## config.mk

```make
export PLATFORM = sky130hd
export DESIGN_NAME = wdog_escalator
export DESIGN_NICKNAME = d
export VERILOG_FILES = /design/src/rtl/wdog_pkg.sv /design/src/rtl/wdog_period_sel.sv /design/src/rtl/wdog_counter.sv /design/src/rtl/wdog_escalate.sv /design/src/rtl/wdog_escalator.sv
export SDC_FILE = /design/constraint.sdc
export NUM_CORES = 1
export LEC_CHECK = 0
export BUFFER_PORTS_ARGS = -buffer_cell sky130_fd_sc_hd__buf_2
export CAP_MARGIN = 20
export CORE_UTILIZATION = 25
export DETAILED_ROUTE_END_ITERATION = 10
export GPL_TIMING_DRIVEN = 0
export HOLD_SLACK_MARGIN = 0.02
export PLACE_DENSITY_LB_ADDON = 0.2
export SYNTH_ARGS = -nofsm -noshare
export SYNTH_HDL_FRONTEND = slang
export SYNTH_HIERARCHICAL = 1
export SYNTH_SLANG_ARGS = --single-unit
```

## constraint.sdc

```tcl
create_clock -name clk -period 1.9 [get_ports clk]
set_input_delay 0 -clock clk [delete_from_list [all_inputs] [get_ports clk]]
set_output_delay 0 -clock clk [all_outputs]
set_load 0.005 [all_outputs]
```

## src/rtl/wdog_pkg.sv

```systemverilog
package wdog_pkg;

   // Number of ticks in the period chosen by select value idx.
   function automatic logic [63:0] period_ticks(input int base_log2,
                                                input int step_log2,
                                                input int idx);
      return 64'd1 << (base_log2 + step_log2 * idx);
   endfunction

   // Counter width needed to hold the longest terminal count.
   function automatic int cnt_width(input int base_log2,
                                    input int step_log2,
                                    input int sel_w);
      return base_log2 + step_log2 * ((1 << sel_w) - 1);
   endfunction

   typedef enum logic [1:0] {
      ESC_IDLE    = 2'b00,
      ESC_PENDING = 2'b01,
      ESC_TRIPPED = 2'b11
   } esc_state_e;

endpackage

```

## src/rtl/wdog_period_sel.sv

```systemverilog
module wdog_period_sel #(
   parameter int SEL_W     = 2,
   parameter int BASE_LOG2 = 12,
   parameter int STEP_LOG2 = 2,
   parameter int CNT_W     = 18
) (
   input  logic             clk,
   input  logic             rst,
   input  logic             kick,
   input  logic [SEL_W-1:0] sel_in,
   output logic [CNT_W-1:0] term_now,
   output logic [CNT_W-1:0] term_next
);

   localparam int NUM_PERIODS = 1 << SEL_W;

   logic [CNT_W-1:0] lut [NUM_PERIODS];
   logic [SEL_W-1:0] sel_q;
   logic [SEL_W-1:0] sel_nxt;
   logic             load;

   for (genvar i = 0; i < NUM_PERIODS; i++) begin : g_lut
      assign lut[i] = CNT_W'(wdog_pkg::period_ticks(BASE_LOG2, STEP_LOG2, i) - 64'd1);
   end

   assign load    = rst | kick;
   assign sel_nxt = load ? sel_in : sel_q;

   always_ff @(posedge clk) begin
      if (load) sel_q <= sel_in;
   end

   assign term_now  = lut[sel_q];
   assign term_next = lut[sel_nxt];

   AST_SEL_HELD: assert property (@(posedge clk) disable iff (rst)
      !kick |=> (sel_q == $past(sel_q)));

endmodule

```

## src/rtl/wdog_counter.sv

```systemverilog
module wdog_counter #(
   parameter int CNT_W      = 18,
   parameter bit DOWN_COUNT = 1'b0
) (
   input  logic             clk,
   input  logic             rst,
   input  logic             tick,
   input  logic             kick,
   input  logic [CNT_W-1:0] term_now,
   input  logic [CNT_W-1:0] term_next,
   output logic             wrap
);

   logic [CNT_W-1:0] cnt;
   logic             restart;
   logic             at_end;

   assign restart = rst | kick;

   if (DOWN_COUNT) begin : g_down
      // Loads the terminal value and counts toward zero.
      assign at_end = (cnt == '0);

      always_ff @(posedge clk) begin
         if (restart)   cnt <= term_next;
         else if (tick) cnt <= at_end ? term_now : cnt - 1'b1;
      end

      AST_DOWN_RESTART: assert property (@(posedge clk) disable iff (rst)
         kick |=> (cnt == term_now));
   end else begin : g_up
      // Counts from zero up to the terminal value.
      logic unused_next;
      assign unused_next = ^term_next;
      assign at_end      = (cnt == term_now);

      always_ff @(posedge clk) begin
         if (restart)   cnt <= '0;
         else if (tick) cnt <= at_end ? '0 : cnt + 1'b1;
      end

      AST_UP_RESTART: assert property (@(posedge clk) disable iff (rst)
         kick |=> (cnt == '0));
   end

   assign wrap = tick & at_end & ~restart;

   AST_CNT_BOUND: assert property (@(posedge clk) disable iff (rst)
      cnt <= term_now);

   AST_FROZEN_NO_TICK: assert property (@(posedge clk) disable iff (rst)
      (!tick && !kick) |=> $stable(cnt));

endmodule

```

## src/rtl/wdog_escalate.sv

```systemverilog
module wdog_escalate (
   input  logic clk,
   input  logic rst,
   input  logic kick,
   input  logic wrap,
   output logic nmi_o,
   output logic req_o
);

   import wdog_pkg::*;

   esc_state_e state_q;
   logic       nmi_q;
   logic       req_q;
   logic       pend;

   assign pend = (state_q != ESC_IDLE);

   always_ff @(posedge clk) begin
      if (rst) begin
         state_q <= ESC_IDLE;
         nmi_q   <= 1'b0;
         req_q   <= 1'b0;
      end else begin
         nmi_q <= wrap & ~pend;
         if (wrap & pend) req_q <= 1'b1;
         if (kick)
            state_q <= ESC_IDLE;
         else if (wrap)
            state_q <= pend ? ESC_TRIPPED : ESC_PENDING;
      end
   end

   assign nmi_o = nmi_q;
   assign req_o = req_q;

   AST_RESET_CLEAR: assert property (@(posedge clk)
      rst |=> (!nmi_q && !req_q));

   AST_NMI_SINGLE: assert property (@(posedge clk) disable iff (rst)
      nmi_q |=> !nmi_q);

   AST_REQ_STICKY: assert property (@(posedge clk) disable iff (rst)
      req_q |=> req_q);

endmodule

```

## src/rtl/wdog_escalator.sv

```systemverilog
module wdog_escalator #(
   parameter int BASE_LOG2  = 12,
   parameter int STEP_LOG2  = 2,
   parameter int SEL_W      = 2,
   parameter bit DOWN_COUNT = 1'b0
) (
   input  logic             clk,
   input  logic             rst,
   input  logic             tick,
   input  logic [SEL_W-1:0] period_sel,
   input  logic             kick,
   output logic             nmi_pulse,
   output logic             reset_req
);

   localparam int CNT_W = wdog_pkg::cnt_width(BASE_LOG2, STEP_LOG2, SEL_W);

   if (BASE_LOG2 < 2) begin : g_bad_base
      $error("wdog_escalator: BASE_LOG2 must be at least 2");
   end
   if (STEP_LOG2 < 1) begin : g_bad_step
      $error("wdog_escalator: STEP_LOG2 must be at least 1");
   end
   if (SEL_W < 1 || SEL_W > 3) begin : g_bad_sel
      $error("wdog_escalator: SEL_W must lie in 1..3");
   end
   if (CNT_W > 40) begin : g_bad_width
      $error("wdog_escalator: longest period exceeds 40 counter bits");
   end

   logic [CNT_W-1:0] term_now;
   logic [CNT_W-1:0] term_next;
   logic             wrap;

   wdog_period_sel #(
      .SEL_W     (SEL_W),
      .BASE_LOG2 (BASE_LOG2),
      .STEP_LOG2 (STEP_LOG2),
      .CNT_W     (CNT_W)
   ) period_i (
      .clk       (clk),
      .rst       (rst),
      .kick      (kick),
      .sel_in    (period_sel),
      .term_now  (term_now),
      .term_next (term_next)
   );

   wdog_counter #(
      .CNT_W      (CNT_W),
      .DOWN_COUNT (DOWN_COUNT)
   ) counter_i (
      .clk       (clk),
      .rst       (rst),
      .tick      (tick),
      .kick      (kick),
      .term_now  (term_now),
      .term_next (term_next),
      .wrap      (wrap)
   );

   wdog_escalate escalate_i (
      .clk   (clk),
      .rst   (rst),
      .kick  (kick),
      .wrap  (wrap),
      .nmi_o (nmi_pulse),
      .req_o (reset_req)
   );

   AST_KICK_NO_NMI: assert property (@(posedge clk) disable iff (rst)
      kick |=> !nmi_pulse);

endmodule

```

Yosys cells after proc, flatten, opt, wreduce, memory -nomap -nowiden. Index checks and enable logic that the tools add are counted.

Flip-flop bits (word level): 24. Output and inout port bits: 2. Logic and storage cells: 23.

Add/subtract/negate cells: 1. $lt $le $gt $ge: 1. Equal/unequal tests: 1. Mux-type cells: 5. Bitwise logic cells: 8. Reductions and logical operators: 2.

Operator list (count): 18-bit 2-to-1 mux (3); 18-bit binary-select mux with 2-bit select (1); 18-bit by 1-bit adder with 18-bit output (second input constant) (1); 18-bit == test (1); 1-bit AND (4); 3-bit greater-or-equal comparator (second input constant) (1); 2-bit inverter with 3-bit output (1); 2-bit 2-to-1 mux (1); 1-bit inverter (2); 2-bit nonzero test (1); 2-bit OR reduction (1); 1-bit OR (1).

Logic depth before layout (Yosys ltp).
Word-level depth: 8. Gate-level depth with buffers: 10. Gate-level depth less buffers: 9.

Cells and area by module. Netlist, hierarchy kept.

Modules (own cells, without submodules): wdog_counter (times used 1, cells an instance 115, area an instance 1033.5 µm², seq. area each 360.3 µm²); wdog_period_sel (times used 1, cells an instance 45, area an instance 371.6 µm², seq. area each 40.0 µm²); wdog_escalate (times used 1, cells an instance 12, area an instance 127.6 µm², seq. area each 80.1 µm²).

Worst setup path after synthesis. No wires, ideal clock.

Path type: register to register. Start: register period_i.sel_q[1]. End: register counter_i.cnt[0]. Arrival time: 1.668 ns. Slack: 0.117 ns. Cell stages (with the launch flop): 10. Buffers on the path: 3. Cells stage by stage: dfxtp_1 or2_4 buf_4 xnor2_1 nand4_1 nor4_2 a41o_1 buf_6 buf_12 nor2_1.

Longest elaborated chain between the ends: 6.

Ends and longest elaborated chain: start: declaration (RTL line wdog_period_sel.sv:18) `logic [SEL_W-1:0] sel_q;`; start signal: assignment (RTL line wdog_period_sel.sv:30) `if (load) sel_q <= sel_in;`; 2-bit inverter with 3-bit output (not written as such) (RTL line wdog_period_sel.sv:33) `assign term_now = lut[sel_q];`; 18-bit binary-select mux with 2-bit select (RTL line wdog_period_sel.sv:33); 18-bit 2-to-1 mux (not written as such) (2 in a row) (RTL line wdog_period_sel.sv:33); via term_now[12] (RTL line wdog_escalator.sv:31) `logic [CNT_W-1:0] term_now;`; 18-bit == test (RTL line wdog_counter.sv:35) `assign at_end = (cnt == term_now);`; 18-bit 2-to-1 mux (RTL line wdog_counter.sv:39) `else if (tick) cnt <= at_end ? '0 : cnt + 1'b1;`; end signal: assignment (RTL line wdog_counter.sv:39); end: declaration (RTL line wdog_counter.sv:14) `logic [CNT_W-1:0] cnt;`.

The timed path passes the listed nets, and every way through them passes these cells. The select of a mux whose other input is x is not followed. A chain may end at the register's enable or synchronous reset.

Worst setup path after layout.
Start: register period_i.sel_q[1]. End: register counter_i.cnt[11].

The elaborated chain is that of the path after synthesis.

==> summary by stage <==
Final layout
Across the whole layout, storage elements account for 483 um2. The count of filler cells inserted in the layout is 568. Compared with the post-synthesis result, the final layout area differs by 26.7%. Summing all multi-input logic gate instances after layout gives 807 um2. The number of antenna diodes in the final layout is 0. The library cell used most frequently in the layout, excluding fill and tap cells, is dfxtp_1. The finished layout holds 252 standard cells, fillers aside. The fraction of layout cells with a size suffix above 1 is 0.319. The final-stage net count is 191. In the layout the commonest cells are dfxtp_1, nor2_1, xnor2_1, buf_4.

Logic synthesis
In this run the cell area of the synthesized design comes to between 0.001 and 0.0015 mm2. The average footprint of a synthesized cell is 9.10 um2. The synthesized instance count is 152. The Yosys step of the flow raised 6 warnings.

Setup path
The most used cell along the critical path is buf_12. For the worst setup path, the data arrival time is 2.04 ns. The worst setup path is captured at a register. Of all nets on the critical path, the largest fanout is 5. STA classifies the critical path startpoint as a register. The worst register-to-register path has a depth of 9. The critical path goes through or2_4, xnor2_2, nand4_1, nor4_4, a41o_1, buf_6, buf_12, buf_12, nor2_2. The biggest cell delay along the critical path is between 0.3 and 0.4 ns. The slowest stage of the critical path belongs to the cell nor4_4. Counting buffers and inverters, the worst setup path is 9 cells deep.

Across all register-to-register paths, the minimum setup slack is 0.02 ns. The category of the critical setup timing path is register to register. The critical path buffer and inverter count is 3. Among cell families on the critical path, the largest total delay comes from simple AND/OR/NAND/NOR gates. At the worst endpoint, the required time is 2.06 ns.

GRT
The via count of the first global-routing pass came to 965. For this run, the total global-route usage over all layers was measured as 0.0997. The global-route wire length before repair is 4.55 mm. The initial antenna violation count was 0.

The largest net degree at the start of global routing is 13. The sum of overflow across all layers after global routing is 0.

Route
The number of violations reported at the end of detailed-routing iteration 0 is 33. The routed wirelength normalized by instance count is around 9.9 um. In the routed design, unresolved DRC markers number 0. The first detailed-routing pass took 3 iterations. The count of nets left with antenna violations after detail routing is 0. The detailed router placed 988 vias in this run. The mean number of vias per cell is 3.92. The routed design has roughly 2.5 mm of wire.

Clock network
CTS built an H-tree with a depth of 1. The tree built by TritonCTS fans out to 24 sinks. The number of CTS-inserted buffers is 3. TritonCTS built the clock tree. The root buffer cell is clkbuf_8. The later-pin clock latency in the skew report is 0.26 ns. The maximum buffer depth of the clock tree is 2. After clock tree synthesis, the clock-pin slew on the worst setup and hold paths is 0.08 ns.

Power and ir drop
The share of total power in combinational logic is 0.154. The worst-case IR drop observed on VDD is 221 uV. The share of total power dissipated in sequential elements is 0.538.

The switching fraction of total power is 0.222. The total power per unit cell area is between 500 and 600 mW/mm2. The relative contribution of the clock network to total power is 0.308. Cell internal power was estimated by the tool at 742 uW. Summed over all nets, the switching power comes to 212 uW. The leakage power figure is 0.646 nW.

STA
The final worst slack is 0.0219 ns. The final count of hold timing violations is 0. Of the available clock period, the critical path in the final layout requires 0.988.

Setup repair after global routing could not meet its margin everywhere. The fmax is ~530 MHz. Setup total negative slack on the finished layout was measured at 0 ns. On the final layout, the worst clock skew is 0.00424 ns.

The number of slew-limit violations in the final report is 0. Setup violations remaining at the end of the flow were counted as 0. The smallest clock period supported by the final layout is computed as 1.88 ns.

Worst hold path
The number of cells on the worst hold path is 3. The worst min-delay path category is primary input to register.

Die
From bottom edge to top edge, the die measures 76.4 um. The die covers about 0.0058 mm2. The initial utilization of the core area, before any placement, comes to 0.266.

8 I/O pins were placed. After floorplanning, the core was sized to cover roughly 0.0052 mm2. The chip width is 76.4 um. The number of rows created at floorplan is 26.

Place
Detailed placement ended at an HPWL of 1.75 mm. The post-place setup slack is -0.0762 ns. The final weighted congestion of routability-driven global placement is between 0.7 and 0.8. The total instance count after detailed placement is 239. Port buffering added 6 buffers.

Status
The run finished with clean final reports.

Job
The number of maximum-capacitance constraint violations is 0.
==> layer usage <==
layer,share of wire,up-vias,global-route usage,wire [um]
li1,-,534,-,-
met1,0.50,446,0.126,1240
met2,0.48,6,0.163,1190
met3,0.0092,2,0.0144,23
met4,0.014,0,0.0519,34
met5,0,-,0,0
==> power groups by stage <==
stage / Sequential (mW) / Combinational [mW] / Clock (mW)
2_1_floorplan: 0.525 / 0.0920 / 0
3_3_place_gp: 0.526 / 0.109 / 0
3_5_place_dp: 0.527 / 0.108 / 0
4_1_cts: 0.513 / 0.151 / 0.318
5_1_grt: 0.514 / 0.161 / 0.334
6_report: 0.513 / 0.147 / 0.294
==> state kept, by name, summed over array words and instances, names as in the netlist <==
| name | cells |
|---|---|
| counter_i/cnt | 18 |
| escalate_i/state_q | 2 |
| period_i/sel_q | 2 |
| escalate_i/nmi_o | 1 |
| escalate_i/req_o | 1 |
==> worst register-to-register path: stages (launching register included) <==
cell and delay (ns):
dfxtp_2 0.32, or2_4 0.26, xnor2_2 0.13, nand4_1 0.15, nor4_4 0.33, a41o_1 0.21, buf_6 0.12, buf_12 0.11
buf_12 0.11, nor2_2 0.04
==> area by class of cell <==
type                       instances  area share
timing repair buffer              17      0.0914
buffer                            20      0.0943
inverter                           2     0.00429
sequential                        24       0.276
clock buffer                       3      0.0236
multi-input combinational        116       0.461
tap                               70      0.0500
==> worst paths after layout <==
path	to	start
max	counter_i/cnt[11]	period_i/sel_q[1]
min	counter_i/cnt[0]	tick
max reg2reg	counter_i/cnt[11]	period_i/sel_q[1]
min reg2reg	escalate_i/req_o	escalate_i/req_o
==> stage by stage <==
stage               power (mW)  cell area, um2  hold slack (ns)   util
floorplan                0.617            1420           0.0691      -
global placement         0.635            1540            0.226  0.296
detailed placement       0.635            1540            0.230  0.296
CTS                      0.982            1760            0.112  0.337
global route              1.01            1750            0.144  0.337
finish                   0.954            1750            0.127  0.337
==> timing repair <==
item	in CTS	in global routing
endpoints found under the setup margin	14	22
setup buffers	7	0
hold buffers	4	0
hold endpoints to repair	6	0
gates resized for setup	8	5
pin swaps	15	6
cloned	1	0
Power figures use the tool's default switching activity.
